## config.mk

```make
export PLATFORM = sky130hd
export DESIGN_NAME = dma_rx_engine
export DESIGN_NICKNAME = d
export VERILOG_FILES = /design/src/rtl/dma_rx_pkg.sv /design/src/rtl/dma_rx_regs.sv /design/src/rtl/dma_rx_packer.sv /design/src/rtl/dma_rx_burst.sv /design/src/rtl/dma_rx_engine.sv
export SDC_FILE = /design/constraint.sdc
export NUM_CORES = 1
export LEC_CHECK = 0
export BUFFER_PORTS_ARGS = -buffer_cell sky130_fd_sc_hd__buf_2
export CORE_MARGIN = 5
export CORE_UTILIZATION = 30
export DETAILED_ROUTE_END_ITERATION = 6
export MAX_ROUTING_LAYER = met4
export PLACE_DENSITY = 0.57
export SLEW_MARGIN = 5
export SYNTH_ARGS = -nofsm -noshare
export SYNTH_HDL_FRONTEND = slang
export SYNTH_SLANG_ARGS = --single-unit
```

## constraint.sdc

```tcl
create_clock -name clk -period 4.6 [get_ports clk]
set_input_delay 0 -clock clk [delete_from_list [all_inputs] [get_ports clk]]
set_output_delay 0 -clock clk [all_outputs]
set_load 0.02 [all_outputs]
```

## src/rtl/dma_rx_pkg.sv

```systemverilog
package dma_rx_pkg;

  typedef enum logic [1:0] {
    SEL_ADDR = 2'd0,
    SEL_LEN  = 2'd1,
    SEL_CTRL = 2'd2,
    SEL_NONE = 2'd3
  } cfg_sel_e;

  localparam int CTRL_GO  = 0;
  localparam int CTRL_DMA = 1;
  localparam int CTRL_RD  = 2;
  localparam int BYTES_PER_WORD = 4;

  // Clear the low block-offset bits of a register value.
  function automatic logic [31:0] block_align(logic [31:0] v, int unsigned ofs_bits);
    logic [31:0] mask;
    mask = ~((32'd1 << ofs_bits) - 32'd1);
    return v & mask;
  endfunction

  // True when a control word requests a DMA receive start.
  function automatic logic is_rx_dma_go(logic [31:0] w);
    return w[CTRL_GO] & w[CTRL_DMA] & w[CTRL_RD];
  endfunction

  // Shift a new byte into the low end of a word (first byte ends up on top).
  function automatic logic [31:0] shift_in_byte(logic [31:0] w, logic [7:0] b);
    return {w[23:0], b};
  endfunction

  // Advance a block pointer by one block.
  function automatic logic [31:0] next_block(logic [31:0] v, int unsigned block_bytes);
    return v + block_bytes;
  endfunction

endpackage

```

## src/rtl/dma_rx_regs.sv

```systemverilog
module dma_rx_regs
  import dma_rx_pkg::*;
#(
  parameter int ADDR_W      = 32,
  parameter int LEN_W       = 16,
  parameter int BLOCK_BYTES = 32
) (
  input  logic              clk,
  input  logic              rst_n,
  input  logic              cfg_wr,
  input  logic [1:0]        cfg_sel,
  input  logic [31:0]       cfg_wdata,
  input  logic              block_done,
  output logic [31:0]       cfg_rdata,
  output logic [ADDR_W-1:0] cur_addr,
  output logic [LEN_W-1:0]  cur_len,
  output logic              busy
);

  localparam int OFS_W = $clog2(BLOCK_BYTES);

  logic [ADDR_W-1:0] addr_q;
  logic [LEN_W-1:0]  len_q;
  logic              busy_q;
  logic              dma_q;
  logic              rd_q;
  logic              last_block;
  logic              go_req;
  cfg_sel_e          sel;

  assign sel        = cfg_sel_e'(cfg_sel);
  assign last_block = (len_q == LEN_W'(BLOCK_BYTES));
  assign go_req     = cfg_wr && (sel == SEL_CTRL) && is_rx_dma_go(cfg_wdata)
                      && (len_q != '0);

  always_ff @(posedge clk) begin
    if (!rst_n) begin
      addr_q <= '0;
      len_q  <= '0;
      busy_q <= 1'b0;
      dma_q  <= 1'b0;
      rd_q   <= 1'b0;
    end else if (busy_q) begin
      if (block_done) begin
        addr_q <= ADDR_W'(next_block(32'(addr_q), BLOCK_BYTES));
        len_q  <= len_q - LEN_W'(BLOCK_BYTES);
        if (last_block) busy_q <= 1'b0;
      end
    end else if (cfg_wr) begin
      unique case (sel)
        SEL_ADDR: addr_q <= ADDR_W'(block_align(cfg_wdata, OFS_W));
        SEL_LEN:  len_q  <= LEN_W'(block_align(cfg_wdata, OFS_W));
        SEL_CTRL: begin
          dma_q  <= cfg_wdata[CTRL_DMA];
          rd_q   <= cfg_wdata[CTRL_RD];
          busy_q <= go_req;
        end
        default: ;
      endcase
    end
  end

  always_comb begin
    unique case (sel)
      SEL_ADDR: cfg_rdata = 32'(addr_q);
      SEL_LEN:  cfg_rdata = 32'(len_q);
      SEL_CTRL: cfg_rdata = {29'd0, rd_q, dma_q, busy_q};
      default:  cfg_rdata = 32'd0;
    endcase
  end

  assign cur_addr = addr_q;
  assign cur_len  = len_q;
  assign busy     = busy_q;

endmodule

```

## src/rtl/dma_rx_packer.sv

```systemverilog
module dma_rx_packer
  import dma_rx_pkg::*;
#(
  parameter int WORDS = 8
) (
  input  logic                  clk,
  input  logic                  rst_n,
  input  logic                  enable,
  input  logic                  byte_valid,
  input  logic [7:0]            byte_data,
  input  logic                  drain_done,
  output logic                  byte_ready,
  output logic                  full,
  output logic [WORDS-1:0][31:0] words
);

  localparam int BLOCK_BYTES = WORDS * BYTES_PER_WORD;
  localparam int CNT_W       = $clog2(BLOCK_BYTES);
  localparam int WSEL_W      = $clog2(WORDS);

  logic [CNT_W-1:0]  cnt_q;
  logic              full_q;
  logic [31:0]       word_q [WORDS];
  logic [WSEL_W-1:0] wsel;
  logic              take;

  assign byte_ready = enable && !full_q;
  assign take       = byte_valid && byte_ready;
  assign wsel       = cnt_q[CNT_W-1:2];

  always_ff @(posedge clk) begin
    if (!rst_n) begin
      cnt_q  <= '0;
      full_q <= 1'b0;
      for (int w = 0; w < WORDS; w++) word_q[w] <= '0;
    end else begin
      if (take) begin
        cnt_q <= cnt_q + 1'b1;
        for (int w = 0; w < WORDS; w++)
          if (wsel == WSEL_W'(w)) word_q[w] <= shift_in_byte(word_q[w], byte_data);
        if (cnt_q == CNT_W'(BLOCK_BYTES - 1)) full_q <= 1'b1;
      end
      if (drain_done) full_q <= 1'b0;
    end
  end

  always_comb begin
    for (int w = 0; w < WORDS; w++) words[w] = word_q[w];
  end

  assign full = full_q;

endmodule

```

## src/rtl/dma_rx_burst.sv

```systemverilog
module dma_rx_burst #(
  parameter int WORDS  = 8,
  parameter int ADDR_W = 32
) (
  input  logic                   clk,
  input  logic                   rst_n,
  input  logic                   full,
  input  logic [WORDS-1:0][31:0] words,
  input  logic [ADDR_W-1:0]      base_addr,
  input  logic                   mem_wready,
  output logic                   mem_wvalid,
  output logic [ADDR_W-1:0]      mem_waddr,
  output logic [31:0]            mem_wdata,
  output logic                   mem_wlast,
  output logic                   block_done
);

  localparam int BEAT_W = $clog2(WORDS);

  logic [BEAT_W-1:0] beat_q;
  logic              accept;

  assign mem_wvalid = full;
  assign mem_waddr  = base_addr;
  assign mem_wdata  = words[beat_q];
  assign mem_wlast  = (beat_q == BEAT_W'(WORDS - 1));
  assign accept     = mem_wvalid && mem_wready;
  assign block_done = accept && mem_wlast;

  always_ff @(posedge clk) begin
    if (!rst_n) beat_q <= '0;
    else if (accept) beat_q <= mem_wlast ? '0 : beat_q + 1'b1;
  end

endmodule

```

## src/rtl/dma_rx_engine.sv

```systemverilog
module dma_rx_engine
  import dma_rx_pkg::*;
#(
  parameter int ADDR_W = 32,
  parameter int LEN_W  = 16,
  parameter int WORDS  = 8
) (
  input  logic              clk,
  input  logic              rst_n,
  input  logic              cfg_wr,
  input  logic [1:0]        cfg_sel,
  input  logic [31:0]       cfg_wdata,
  output logic [31:0]       cfg_rdata,
  input  logic              byte_valid,
  input  logic [7:0]        byte_data,
  output logic              byte_ready,
  output logic              mem_wvalid,
  input  logic              mem_wready,
  output logic [ADDR_W-1:0] mem_waddr,
  output logic [31:0]       mem_wdata,
  output logic              mem_wlast
);

  localparam int BLOCK_BYTES = WORDS * BYTES_PER_WORD;

  logic                   busy_w;
  logic                   block_done_w;
  logic                   buf_full_w;
  logic [ADDR_W-1:0]      cur_addr_w;
  logic [LEN_W-1:0]       cur_len_w;
  logic [WORDS-1:0][31:0] words_w;

  dma_rx_regs #(.ADDR_W(ADDR_W), .LEN_W(LEN_W), .BLOCK_BYTES(BLOCK_BYTES)) u_regs (
    .clk        (clk),
    .rst_n      (rst_n),
    .cfg_wr     (cfg_wr),
    .cfg_sel    (cfg_sel),
    .cfg_wdata  (cfg_wdata),
    .block_done (block_done_w),
    .cfg_rdata  (cfg_rdata),
    .cur_addr   (cur_addr_w),
    .cur_len    (cur_len_w),
    .busy       (busy_w)
  );

  dma_rx_packer #(.WORDS(WORDS)) u_pack (
    .clk        (clk),
    .rst_n      (rst_n),
    .enable     (busy_w),
    .byte_valid (byte_valid),
    .byte_data  (byte_data),
    .drain_done (block_done_w),
    .byte_ready (byte_ready),
    .full       (buf_full_w),
    .words      (words_w)
  );

  dma_rx_burst #(.WORDS(WORDS), .ADDR_W(ADDR_W)) u_burst (
    .clk        (clk),
    .rst_n      (rst_n),
    .full       (buf_full_w),
    .words      (words_w),
    .base_addr  (cur_addr_w),
    .mem_wready (mem_wready),
    .mem_wvalid (mem_wvalid),
    .mem_waddr  (mem_waddr),
    .mem_wdata  (mem_wdata),
    .mem_wlast  (mem_wlast),
    .block_done (block_done_w)
  );

endmodule

```

==> metrics.md <==
| Metric | Value |
|---|---|
| Outcome | finished, final reports clean |
| Initial Util | 0.302 |
| GP Congestion | 0.828 |
| Main combinational cell family by area after synthesis | simple AND/OR/NAND/NOR gates |
| Highest Clock Rate | approximately 0.32 GHz |
| DRC | 0 |
| R2r worst-path depth | 6 |
| Crit Path Max Fanout | 48 |
| First-pass GRT wire length | 61.5 mm |
| Seq cells post-synth | 306 |
| Layout cell share with drive strength beyond 1 | 0.248 |
| RSZ-0062 raised after global routing | false |
| Setup violations, final | 0 |
| Ranking of synthesized cells by area | edfxtp_1 52%, mux4_2 9.8%, and2_1 8.9%, dfxtp_1 6.8%, mux2_2 2.5% |
| H-Tree Depth | 2 |
| CP endpoint kind | output pin |
| Post-Synth XOR/XNOR Area | 0.00178 |
| Core Area | 0.0487 sq mm |
| Clock Latency Late Sink | 0.53 ns |
| Mux contribution to synthesized area | 0.134 |
| Req. time, crit path | 4.60 ns |
| Die Span Y | 232 um |
| Wire per inst | around 21 um |
| Worst-path clk slew | approximately 0.060 ns |
| Post-synthesis instance total | 1133 |
| Least-Margin Pin Slew | 1.13 ns |
| Max VDD drop | 207 uV |
| Synth Warn # | 0 |
| Fraction of the yosys area taken by sequential cells | 0.590 |
| # clock sinks | 306 |
| Max-slew headroom | 0.245 |
| Vias in the first global route | 9821 |
| Via density | roughly 5 |
| Data arrival, critical path | around 3.1 ns |
| LEAKAGE | 6.41 nW |
| FFs w/ async S/R, synth | 0 |
| FP Rows | just over 80 |
| Min-Delay Path Class | in -> reg |
| Die Area | 0.0537 sq mm |
| CTS Buf Count | 35 |
| Post-CTS sizing | 0 |
| Routed wire length | 40.6 mm |
| Final hold violations | 0 |
| Final Cycle Share | 0.681 |
| Complex-gate fraction of the synthesized area | 0.0541 |
| Cell taking the most area after synthesis | edfxtp_1 |
| Routed Antenna Nets | 0 |
| Predominant post-synthesis flop cell | edfxtp_1 |
| Synthesized area per cell | around 13 sq um |
| DRT iter0 DRCs | 755 |
| Final Net Count | around 1300 |
| Most common cell after layout, fill and taps aside | edfxtp_1 |
| Final min period | between 3 and 4 ns |
| Simple-Gate Fraction of Synth Area | 0.184 |
| Total track usage | 0.153 |
| Clock root cell | clkbuf_16 |
| Synthesized-area fraction occupied by adder cells | 0.00509 |
| WS Path Type | reg -> out |
| P&R area growth vs syn | 19.2% |
| Grt total ovfl | 0 |
| Max cap viols | 0 |
| Largest net degree at the start of global routing | 66 |
| Initial antenna violation count | 1 |
| Netlist cell types | 72 |
| Top cell type's share of synthesized area | 0.522 |
| Slew Viols, Final | 0 |
| DRT Pass-1 Iters | 5 |
| Post-DP HPWL | 26.6 mm |
| Clock Skew | 0.0139 ns |
| Post-synth EDFFs | 256 |
| Pwr/cell area | 357 mW/mm^2 |
| Dpl ws | between 1 and 1.5 ns |
| Mapped Area | 0.0147 sq mm |
| Most frequent cells in the layout | 256 x edfxtp_1, 209 x and2_1, 136 x buf_2 |
| WHS Path Cells | 3 |
| Top-Level Pins | 146 |
| Vias after detailed routing | 9791 |
| CTS tree | built |
| Post-route setup slack | ~1.5 ns |
| Die W | ~230 um |
| CTS max path bufs | 3 |
| TNS Setup | 0 ns |
| # port buffers | 136 |
| Hold WS | ~0.020 ns |
| Worst Setup Start Kind | flip-flop |
[layer usage]
metal	wire, um	up-vias	part of all wire	GRT usage
met5	0	-	0	-
met4	871	0	0.021	0.0425
met3	2480	49	0.061	0.0219
met2	20100	378	0.50	0.253
met1	17200	4863	0.42	0.200
li1	-	4501	-	-
[cells in the mapped netlist, types with 5 or more instances]
cell type	count
a21oi_1	31
a31oi_1	8
and2_1	209
and3_1	13
buf_1	8
buf_2	26
buf_4	8
clkbuf_1	42
dfxtp_1	50
edfxtp_1	256
ha_1	6
inv_1	15
mux2_2	33
mux2i_1	16
mux4_2	64
nand2_1	48
nand3_1	24
nand4_1	9
nor2_1	91
nor2b_1	8
nor3_1	22
nor4_1	8
o21ai_0	26
o311a_1	6
o31a_1	5
or3_1	7
or4_1	6
[final timing paths]
| check | startpoint | end | slack [ns] |
|---|---|---|---|
| min reg2reg | u_regs.rd_q | u_regs.rd_q | 0.49 |
| max | u_burst.beat_q[0] | mem_wdata[18] | 1.47 |
| min | byte_data[3] | u_pack.word_q[0][195] | 0.02 |
| max reg2reg | u_burst.beat_q[0] | u_regs.cur_len[14] | 1.51 |
[cell families (layout without fill, tap and decap cells)]
family | Yosys count | in the layout
compound gates | 119 | 119
xor+xnor | 3 | 3
fa+ha+maj | 6 | 6
buf+inv | 104 | 274
flops | 306 | 306
mux | 113 | 113
other cells | 1 | 8
simple gates | 481 | 481
[worst max-delay path, stage by stage (launching register included)]
cell and delay, ns:
dfxtp_4 0.60, buf_4 0.83, mux4_2 0.63, mux2_2 0.33, buf_2 0.17
[flip-flops by register name, indices dropped and copies added, names as in the netlist]
| register | cells |
|---|---|
| u_burst.beat_q | 3 |
| u_pack.cnt_q | 5 |
| u_pack.full | 1 |
| u_pack.word_q | 256 |
| u_regs.busy | 1 |
| u_regs.cur_addr | 27 |
| u_regs.cur_len | 11 |
| u_regs.dma_q | 1 |
| u_regs.rd_q | 1 |
[power by group]
| group | internal (mW) | switching, mW |
|---|---|---|
| Sequential | 3.13 | 0.0727 |
| Clock | 1.58 | 1.11 |
| Combinational | 0.147 | 0.225 |
| Total | 4.85 | 1.41 |
[stage by stage]
stage / util / total power, mW / cell area, sq um / instances
after floorplan: - / 3.46 / 14800 / 1139
after global placement: 0.330 / 3.60 / 16100 / 1873
after detailed placement: 0.330 / 3.61 / 16100 / 1873
after CTS: 0.360 / 6.36 / 17600 / 1973
after global routing: 0.360 / 6.51 / 17600 / 1974
final: 0.360 / 6.27 / 17600 / 1974
[area by class of cell]
| cell class | count | area, sq um |
|---|---|---|
| Antenna cell | 1 | 2.50 |
| Clock buffer | 40 | 895 |
| Clock inverter | 22 | 209 |
| Fill cell | 4684 | 31200 |
| Inverter | 17 | 63.8 |
| Multi-Input combinational cell | 729 | 5640 |
| Sequential cell | 306 | 8700 |
| Tap cell | 664 | 831 |
| Timing Repair Buffer | 195 | 1230 |
[timing repair]
action	4_1_cts	5_1_grt
hold endpoints to repair	97	0
setup buffers	0	0
hold buffers	38	0
Note: power is estimated with default switching activity, not from simulation.
